`src/rtl/pci_rdcmd_pkg.sv`:
```
package pci_rdcmd_pkg;
   typedef enum logic [3:0] {
      CMD_MEM_RD      = 4'b0110,
      CMD_MEM_RD_LINE = 4'b1110,
      CMD_MEM_RD_MULT = 4'b1100
   } rdcmd_e;
endpackage

```
`src/rtl/pci_rdcmd_line_chk.sv`:
```
// Decides whether the programmed cache line size is usable for line-based commands.
module pci_rdcmd_line_chk #(
   parameter int LEN_W        = 8,
   parameter int MIN_LINE_LOG = 3,
   parameter int MAX_LINE_LOG = 7
) (
   input  logic [LEN_W-1:0] line_dw,
   input  logic [LEN_W-1:0] burst_dw,
   output logic             line_ok
);
   localparam int N_SIZES = MAX_LINE_LOG - MIN_LINE_LOG + 1;

   if (MAX_LINE_LOG >= LEN_W) begin : g_bad_width
      $error("pci_rdcmd_line_chk: LEN_W too narrow for MAX_LINE_LOG");
   end
   if (MIN_LINE_LOG > MAX_LINE_LOG) begin : g_bad_range
      $error("pci_rdcmd_line_chk: MIN_LINE_LOG above MAX_LINE_LOG");
   end

   logic [N_SIZES-1:0] size_hit;

   for (genvar g = 0; g < N_SIZES; g++) begin : g_size
      assign size_hit[g] = (line_dw == LEN_W'(1 << (g + MIN_LINE_LOG)));
   end

   assign line_ok = (|size_hit) && (line_dw <= burst_dw);
endmodule

```
`src/rtl/pci_rdcmd_span.sv`:
```
// Classifies the transfer footprint: more than one Dword, and crossing of a line.
module pci_rdcmd_span #(
   parameter int ADDR_W = 32,
   parameter int CNT_W  = 9,
   parameter int LEN_W  = 8
) (
   input  logic [ADDR_W-1:0] first_dw,
   input  logic [CNT_W-1:0]  dw_cnt,
   input  logic [LEN_W-1:0]  line_dw,
   output logic              multi_dw,
   output logic              cross_line
);
   localparam int EXT_W = ADDR_W + 1;

   if (CNT_W > ADDR_W || LEN_W > ADDR_W) begin : g_bad_width
      $error("pci_rdcmd_span: count or line width exceeds address width");
   end

   logic [EXT_W-1:0] first_ext;
   logic [EXT_W-1:0] last_ext;
   logic [EXT_W-1:0] blk_mask;

   always_comb begin
      first_ext  = {1'b0, first_dw};
      multi_dw   = (dw_cnt > CNT_W'(1));
      last_ext   = first_ext + EXT_W'(dw_cnt) - EXT_W'(1);
      blk_mask   = ~(EXT_W'(line_dw) - EXT_W'(1));
      cross_line = multi_dw && (|((first_ext ^ last_ext) & blk_mask));
   end
endmodule

```
`src/rtl/pci_rdcmd_sel.sv`:
```
module pci_rdcmd_sel
   import pci_rdcmd_pkg::*;
#(
   parameter int ADDR_W       = 32,
   parameter int CNT_W        = 9,
   parameter int LEN_W        = 8,
   parameter int MIN_LINE_LOG = 3,
   parameter int MAX_LINE_LOG = 7
) (
   input  logic              clk,
   input  logic              rst_n,
   input  logic              req_valid,
   input  logic [ADDR_W-1:0] req_dw_addr,
   input  logic [CNT_W-1:0]  req_dw_cnt,
   input  logic              req_np_fetch,
   input  logic              cfg_cache_en,
   input  logic              cfg_cls_en,
   input  logic              cfg_rdline_en,
   input  logic              cfg_rdmult_en,
   input  logic [LEN_W-1:0]  cfg_line_dw,
   input  logic [LEN_W-1:0]  cfg_burst_dw,
   output logic              cmd_valid,
   output logic [3:0]        cmd_code
);
   logic   line_ok;
   logic   multi_dw;
   logic   cross_line;
   logic   cache_gate;
   logic   line_cond;
   logic   mult_cross;
   rdcmd_e next_cmd;
   rdcmd_e cmd_q;

   pci_rdcmd_line_chk #(
      .LEN_W       (LEN_W),
      .MIN_LINE_LOG(MIN_LINE_LOG),
      .MAX_LINE_LOG(MAX_LINE_LOG)
   ) u_line_chk (
      .line_dw (cfg_line_dw),
      .burst_dw(cfg_burst_dw),
      .line_ok (line_ok)
   );

   pci_rdcmd_span #(
      .ADDR_W(ADDR_W),
      .CNT_W (CNT_W),
      .LEN_W (LEN_W)
   ) u_span (
      .first_dw  (req_dw_addr),
      .dw_cnt    (req_dw_cnt),
      .line_dw   (cfg_line_dw),
      .multi_dw  (multi_dw),
      .cross_line(cross_line)
   );

   always_comb begin
      cache_gate = cfg_cache_en && cfg_cls_en && line_ok && !req_np_fetch;
      line_cond  = cache_gate && cfg_rdline_en && multi_dw && !cross_line;
      mult_cross = cache_gate && cfg_rdmult_en && cross_line;
      if ((line_cond && cfg_rdmult_en) || mult_cross) begin
         next_cmd = CMD_MEM_RD_MULT;
      end else if (line_cond) begin
         next_cmd = CMD_MEM_RD_LINE;
      end else begin
         next_cmd = CMD_MEM_RD;
      end
   end

   always_ff @(posedge clk) begin
      if (!rst_n) begin
         cmd_valid <= 1'b0;
         cmd_q     <= CMD_MEM_RD;
      end else begin
         cmd_valid <= req_valid;
         if (req_valid) begin
            cmd_q <= next_cmd;
         end
      end
   end

   assign cmd_code = cmd_q;
endmodule

```
`config.mk`:
```
export PLATFORM = sky130hd
export DESIGN_NAME = pci_rdcmd_sel
export DESIGN_NICKNAME = d
export VERILOG_FILES = /design/src/rtl/pci_rdcmd_pkg.sv /design/src/rtl/pci_rdcmd_line_chk.sv /design/src/rtl/pci_rdcmd_span.sv /design/src/rtl/pci_rdcmd_sel.sv
export SDC_FILE = /design/constraint.sdc
export NUM_CORES = 1
export LEC_CHECK = 0
export BUFFER_PORTS_ARGS = -buffer_cell sky130_fd_sc_hd__buf_4
export CORE_ASPECT_RATIO = 2
export CORE_MARGIN = 1
export CORE_UTILIZATION = 58
export DETAILED_ROUTE_END_ITERATION = 7
export GPL_ROUTABILITY_DRIVEN = 0
export PLACE_DENSITY_LB_ADDON = 0.3
export SLEW_MARGIN = 20
export SYNTH_ARGS = -nofsm -noshare
export SYNTH_HDL_FRONTEND = slang
export SYNTH_SLANG_ARGS = --single-unit
```
`constraint.sdc`:
```
create_clock -name clk -period 4 [get_ports clk]
set_input_delay 0.2 -clock clk [delete_from_list [all_inputs] [get_ports clk]]
set_output_delay 0.2 -clock clk [all_outputs]
set_load 0.05 [all_outputs]
```
# After elaboration in Yosys (flattened, before gate mapping)

Index checks and enable logic that the tools add are counted.

Flip-flop bits (word level): 5
Output and inout bits: 5
Logic and storage cells: 33

Add/sub/neg operators: 3
Magnitude comparators: 2
Equality and inequality tests: 5
Muxes and demuxes: 2
Bitwise gates (word level): 3
Reduce and logical (&&, ||, !) cells: 16

Operator list:

| operator                                                       | number |
|---|---|
| adder 32 x 9 -> 33 bit                                         | 1 |
| bitwise AND 33 bit                                             | 1 |
| NOT 33 bit                                                     | 1 |
| OR reduction 33 bit                                            | 1 |
| subtractor 33 x 1 -> 33 bit (second input constant)            | 1 |
| XOR 32 x 33 -> 33 bit                                          | 1 |
| logical AND 1 bit                                              | 11 |
| greater-than comparator 9 x 1 -> 1 bit (second input constant) | 1 |
| subtractor 8 x 1 -> 9 bit (second input constant)              | 1 |
| equality test 8 x 4 -> 1 bit (second input constant)           | 1 |
| equality test 8 x 5 -> 1 bit (second input constant)           | 1 |
| equality test 8 x 6 -> 1 bit (second input constant)           | 1 |
| equality test 8 x 7 -> 1 bit (second input constant)           | 1 |
| equality test 8 bit (second input constant)                    | 1 |
| less-or-equal comparator 8 bit                                 | 1 |
| 2-to-1 mux 4 bit                                               | 2 |
| OR reduction 5 bit                                             | 1 |
| zero test 1 bit                                                | 2 |
| logical OR 1 bit                                               | 1 |

# Logic depth before layout (Yosys ltp)

Word-level depth: 11
Depth in mapped cells: 15
Mapped depth without buffers: 15

# By module

From an unflattened synthesis, not the netlist that was laid out.

Cells, all modules: 499
Area, all modules: 3291.9 um2

By module, submodules not included:

| module             | times used | cells each | area an instance (um2) | sequential area each (um2) |
|---|---|---|---|---|
| pci_rdcmd_span     | 1          | 445        | 2879.0                 | 0.0 |
| pci_rdcmd_line_chk | 1          | 36         | 256.5                  | 0.0 |
| pci_rdcmd_sel      | 1          | 18         | 156.4                  | 60.1 |

# Worst setup path before layout

Ideal clock, no wire load.

Path kind: in2reg
Start point: input port req_dw_addr[1]
End point: register cmd_q[3] (netlist: cmd_code[3])
Arrival: 2.916 ns
Required time: 3.926 ns
Path slack: 1.010 ns
Stages: 15
Path buffers: 0
Path through: inv_1 ha_1 inv_1 ha_1 fa_1 xor2_1 a222oi_1 o21ai_0 a221oi_1 o211ai_1 nand4b_1 nor4_1 a21oi_1 nand4b_1 a31oi_1

Cells in the longest elaborated chain, start to end: 11
Elaborated cells between the ends (all ways): 13
Those cells by class: add/sub: 2; mux: 2; bitwise: 2; reduce/logical: 7

Ends and longest elaborated chain:

| element                     | RTL line             | RTL |
|---|---|---|
| start, declared             | pci_rdcmd_sel.sv:13  | `input logic [ADDR_W-1:0] req_dw_addr,` |
| adder 32 x 9 -> 33 bit      | pci_rdcmd_span.sv:26 | `last_ext = first_ext + EXT_W'(dw_cnt) - EXT_W'(1);` |
| subtractor 33 x 1 -> 33 bit | pci_rdcmd_span.sv:26 |  |
| XOR 32 x 33 -> 33 bit (*)   | pci_rdcmd_span.sv:28 | `cross_line = multi_dw && (\|((first_ext ^ last_ext) & blk_mask));` |
| bitwise AND 33 bit (*)      | pci_rdcmd_span.sv:28 |  |
| OR reduction 33 bit (*)     | pci_rdcmd_span.sv:28 |  |
| logical AND 1 bit (*)       | pci_rdcmd_span.sv:28 |  |
| zero test 1 bit             | pci_rdcmd_sel.sv:58  | `line_cond = cache_gate && cfg_rdline_en && multi_dw && !cross_line;` |
| logical AND 1 bit           | pci_rdcmd_sel.sv:58  |  |
| logical AND 1 bit           | pci_rdcmd_sel.sv:60  | `if ((line_cond && cfg_rdmult_en) \|\| mult_cross) begin` |
| logical OR 1 bit            | pci_rdcmd_sel.sv:60  |  |
| 2-to-1 mux 4 bit (*)        | pci_rdcmd_sel.sv:60  |  |
| end signal, assigned        | pci_rdcmd_sel.sv:76  | `cmd_q <= next_cmd;` |
| end, declared               | pci_rdcmd_sel.sv:32  | `rdcmd_e cmd_q;` |

Mark *: on every way between the ends. The rest lies on a longest branch, timed or not.
A chain may end at the register's enable or synchronous reset.

# Worst setup path after layout

Same ends and word-level chain as after synthesis.

==> flow_summary.ini <==
[worst_setup_path]
cp_max_fo = 4
max_stage_delay_ns = 0.56
crit_type = primary input to flop
end_kind = flop
crit_arrival_ns = 3.72
r2r_start = cmd_code[1]$_SDFFE_PN1P_
r2r_cells = 2
worstPathCellList = buf_4, inv_1, ha_1, inv_1, ha_1, fa_1, nand3_1, a211oi_1, o31a_1, a311oi_1, and4_1, nand4_1, nor4_1, a21oi_1, nand4b_1, a31oi_1
worstReg2RegEnd = cmd_code[1]$_SDFFE_PN1P_
rrSetupSlack_ns = 3.40
critPathSlowestCell = a311oi_1
worstPathRequired_ns = 4.15
start_kind = primary input

[clock_tree]
cts_buffers = 3
cts_tree = yes
hold_buffers = 0
clock_latency_ns = 0.22
cts.sinks = 3
cts_resized = 0
htree_levels = 1
cts_buffer_depth = 2
root_buffer = clkbuf_16
clk_pin_slew_ns = 0.03
post-cts-setup-buffers = 0

[sta]
rsz0062_at_grt = no
hold_violations = 0
max-slew-margin-rel_pct = 57.2
skew_ns = 0
worst_pin_slew_ns = 0.626
fin_hold_ws_ns = 0.164
fmax_mhz = 280
fin_setup_tns_ns = 0
maxSlewViolCount = 0
period_needed_ns = 3.57
setup_viol = 0
period_share_pct = 89.4

[floorplanning]
dieArea_sq_um = 6440
io-pin-count = 70
die_h_um = 113
initial_core_util_pct = 59.5
row_count = 40
core-area_sq_um = 5960
die_width_um = 57.3

[power]
leakage_uw = 0.00192
ir_drop_uv = 140
power.density_nw_per_um2 = 220

[drt]
via_per_inst = 6.62
remaining_drc_errors = 2
vias = 4196
wl_per_cell_um = 16.9
wl_um = 10700
antenna_left = 0
first_pass_iters = 8
drt_iter0_drc = 269

[layout]
drive_above_1_share_pct = 16.3
finalNetCount = 687
antennaDiodeCount = 0
n_fill_cell = 556
area_delta_synth_final_pct = 15.6

[place]
hpwl_um = 9060
port-buffer-count = 67

[global_route]
antenna_found_initial = 0
grt_use_met3_pct = 4.38
grt_max_degree = 11
met1_usage_pct = 29.2
first_global_vias = 3937
gr-usage-met2_pct = 65.0
grt_busiest_layer = met2
overflow = 0
grt_pass1_wl_um = 17200
grt_use_total_pct = 33.7

[logic_synthesis]
synth_seq_area_share_pct = 1.70
synthTopCellsByCount = inv_1 (78), ha_1 (49), nand2_1 (35)
synth_enable_flop_cells = 0
yosys.area.top_type = ha_1
yosysMostFrequentCell = inv_1
synth_top_area_share_pct = 17.3
synthTopCellsByArea = ha_1 (17%), inv_1 (8.3%), xnor2_1 (6.2%), a21oi_1 (4.8%), xor2_1 (4.2%)
ys_types = 79
netlist_area_sq_um = 3540
async_flop_share_pct = 0
synth_nets = 633
synth_flop_cell = dfxtp_1
avgSynthCellArea_sq_um = 6.84
synth-seq-cells = 3
yosys_warnings = 0
netlist_instances = 518

[worst_hold_path]
holdPathEnd = cmd_code[1]$_SDFFE_PN1P_
hold_depth = 2
min-delay-start = rst_n
hold_path_class = primary input to flop

[status]
status = complete, but fails checks
violations = DRC

[flow_run]
maxCapViolCount = 0
==> layer usage <==
| layer | vias to the layer above | share of wire (%) |
|---|---|---|
| li1 | 1989 | - |
| met1 | 1901 | 32 |
| met2 | 229 | 53 |
| met3 | 77 | 5.0 |
| met4 | 0 | 9.8 |
| met5 | - | 0 |
==> critical path, delay by kind of cell <==
kind                       cells  cell delay [ns]
buffers and inverters          3             0.17
AOI/OAI and AO/OA              5             1.39
adders and majority gates      3             0.89
and+or+nand+nor                5             1.07
==> sequential cells by signal, indices dropped and copies added (netlist names) <==
signal	count
cmd_code	2
cmd_valid	1
==> stage by stage <==
stage               util (%)  setup WS [ns]  std cells  power (uW)  area (sq um)
finish                  68.8          0.426        634         900          4100
global placement        67.4          0.519        630         703          4020
global route            68.8          0.278        634         962          4100
CTS                     68.8          0.643        634         881          4100
floorplan                  -           1.01        518         524          3540
detailed placement      67.4          0.430        630         715          4020
==> how the worst max path moves through the flow <==
stage | startpoint | endpoint | slack [ns] | cells after the start
floorplan | req_dw_addr[1] | cmd_code[3]$_SDFFE_PN0P_ | 1.01 | 15
detailed placement | req_dw_addr[1] | cmd_code[3]$_SDFFE_PN0P_ | 0.43 | 16
finish | req_dw_addr[1] | cmd_code[3]$_SDFFE_PN0P_ | 0.43 | 16
global route | req_dw_addr[1] | cmd_code[3]$_SDFFE_PN0P_ | 0.28 | 16
CTS | req_dw_addr[1] | cmd_code[3]$_SDFFE_PN0P_ | 0.64 | 16
global placement | req_dw_addr[1] | cmd_code[3]$_SDFFE_PN0P_ | 0.52 | 16
==> power by group <==
group | internal (uW) | switching (uW)
registers | 30.7 | 0.131
clock network | 132 | 30.0
logic | 290 | 417
==> area by class of cell <==
type                            count  area, sq um  share of cell area (%)
Sequential cell                     3         60.1                    1.47
Timing Repair Buffer               68          510                    12.5
Tap cell                           63         78.8                    1.92
Inverter                           78          293                    7.15
Multi-Input combinational cell    418         3070                    75.1
Clock buffer                        4         78.8                    1.92
==> cells by family after synthesis <==
kind of cell / share of synthesized area (%)
simple gates: 23.7
compound gates: 32.7
buf+inv: 11.5
fa+ha+maj: 17.9
xor+xnor: 10.8
mux: 1.45
flops: 1.70
other cells: 0.212
==> cell usage in the layout, fill, tap and decap left out, types with 3 or more instances in the layout <==
master and instances:
a21oi_2 5, nor2_1 33, dfxtp_1 3, o21a_1 13
mux2i_1 4, xor2_1 17, nor3_1 14, and2_1 5
nand3_1 13, nand4_1 16, and3_1 6, a21oi_1 34
and4_1 3, o21ai_1 7, buf_4 68, nand2b_1 4
a211oi_2 3, nand2_1 35, nor2b_1 5, or3_1 4
a2111oi_0 3, inv_1 78, nor4_1 6, o211ai_1 5
o31a_1 4, a31oi_1 6, nand4b_1 4, a221o_1 3
a211oi_1 7, o21ai_0 21, or4_1 3, ha_1 49
a21o_1 8, clkbuf_16 3, o21bai_1 5, xnor2_1 25
(Power assumes the default switching activity.)
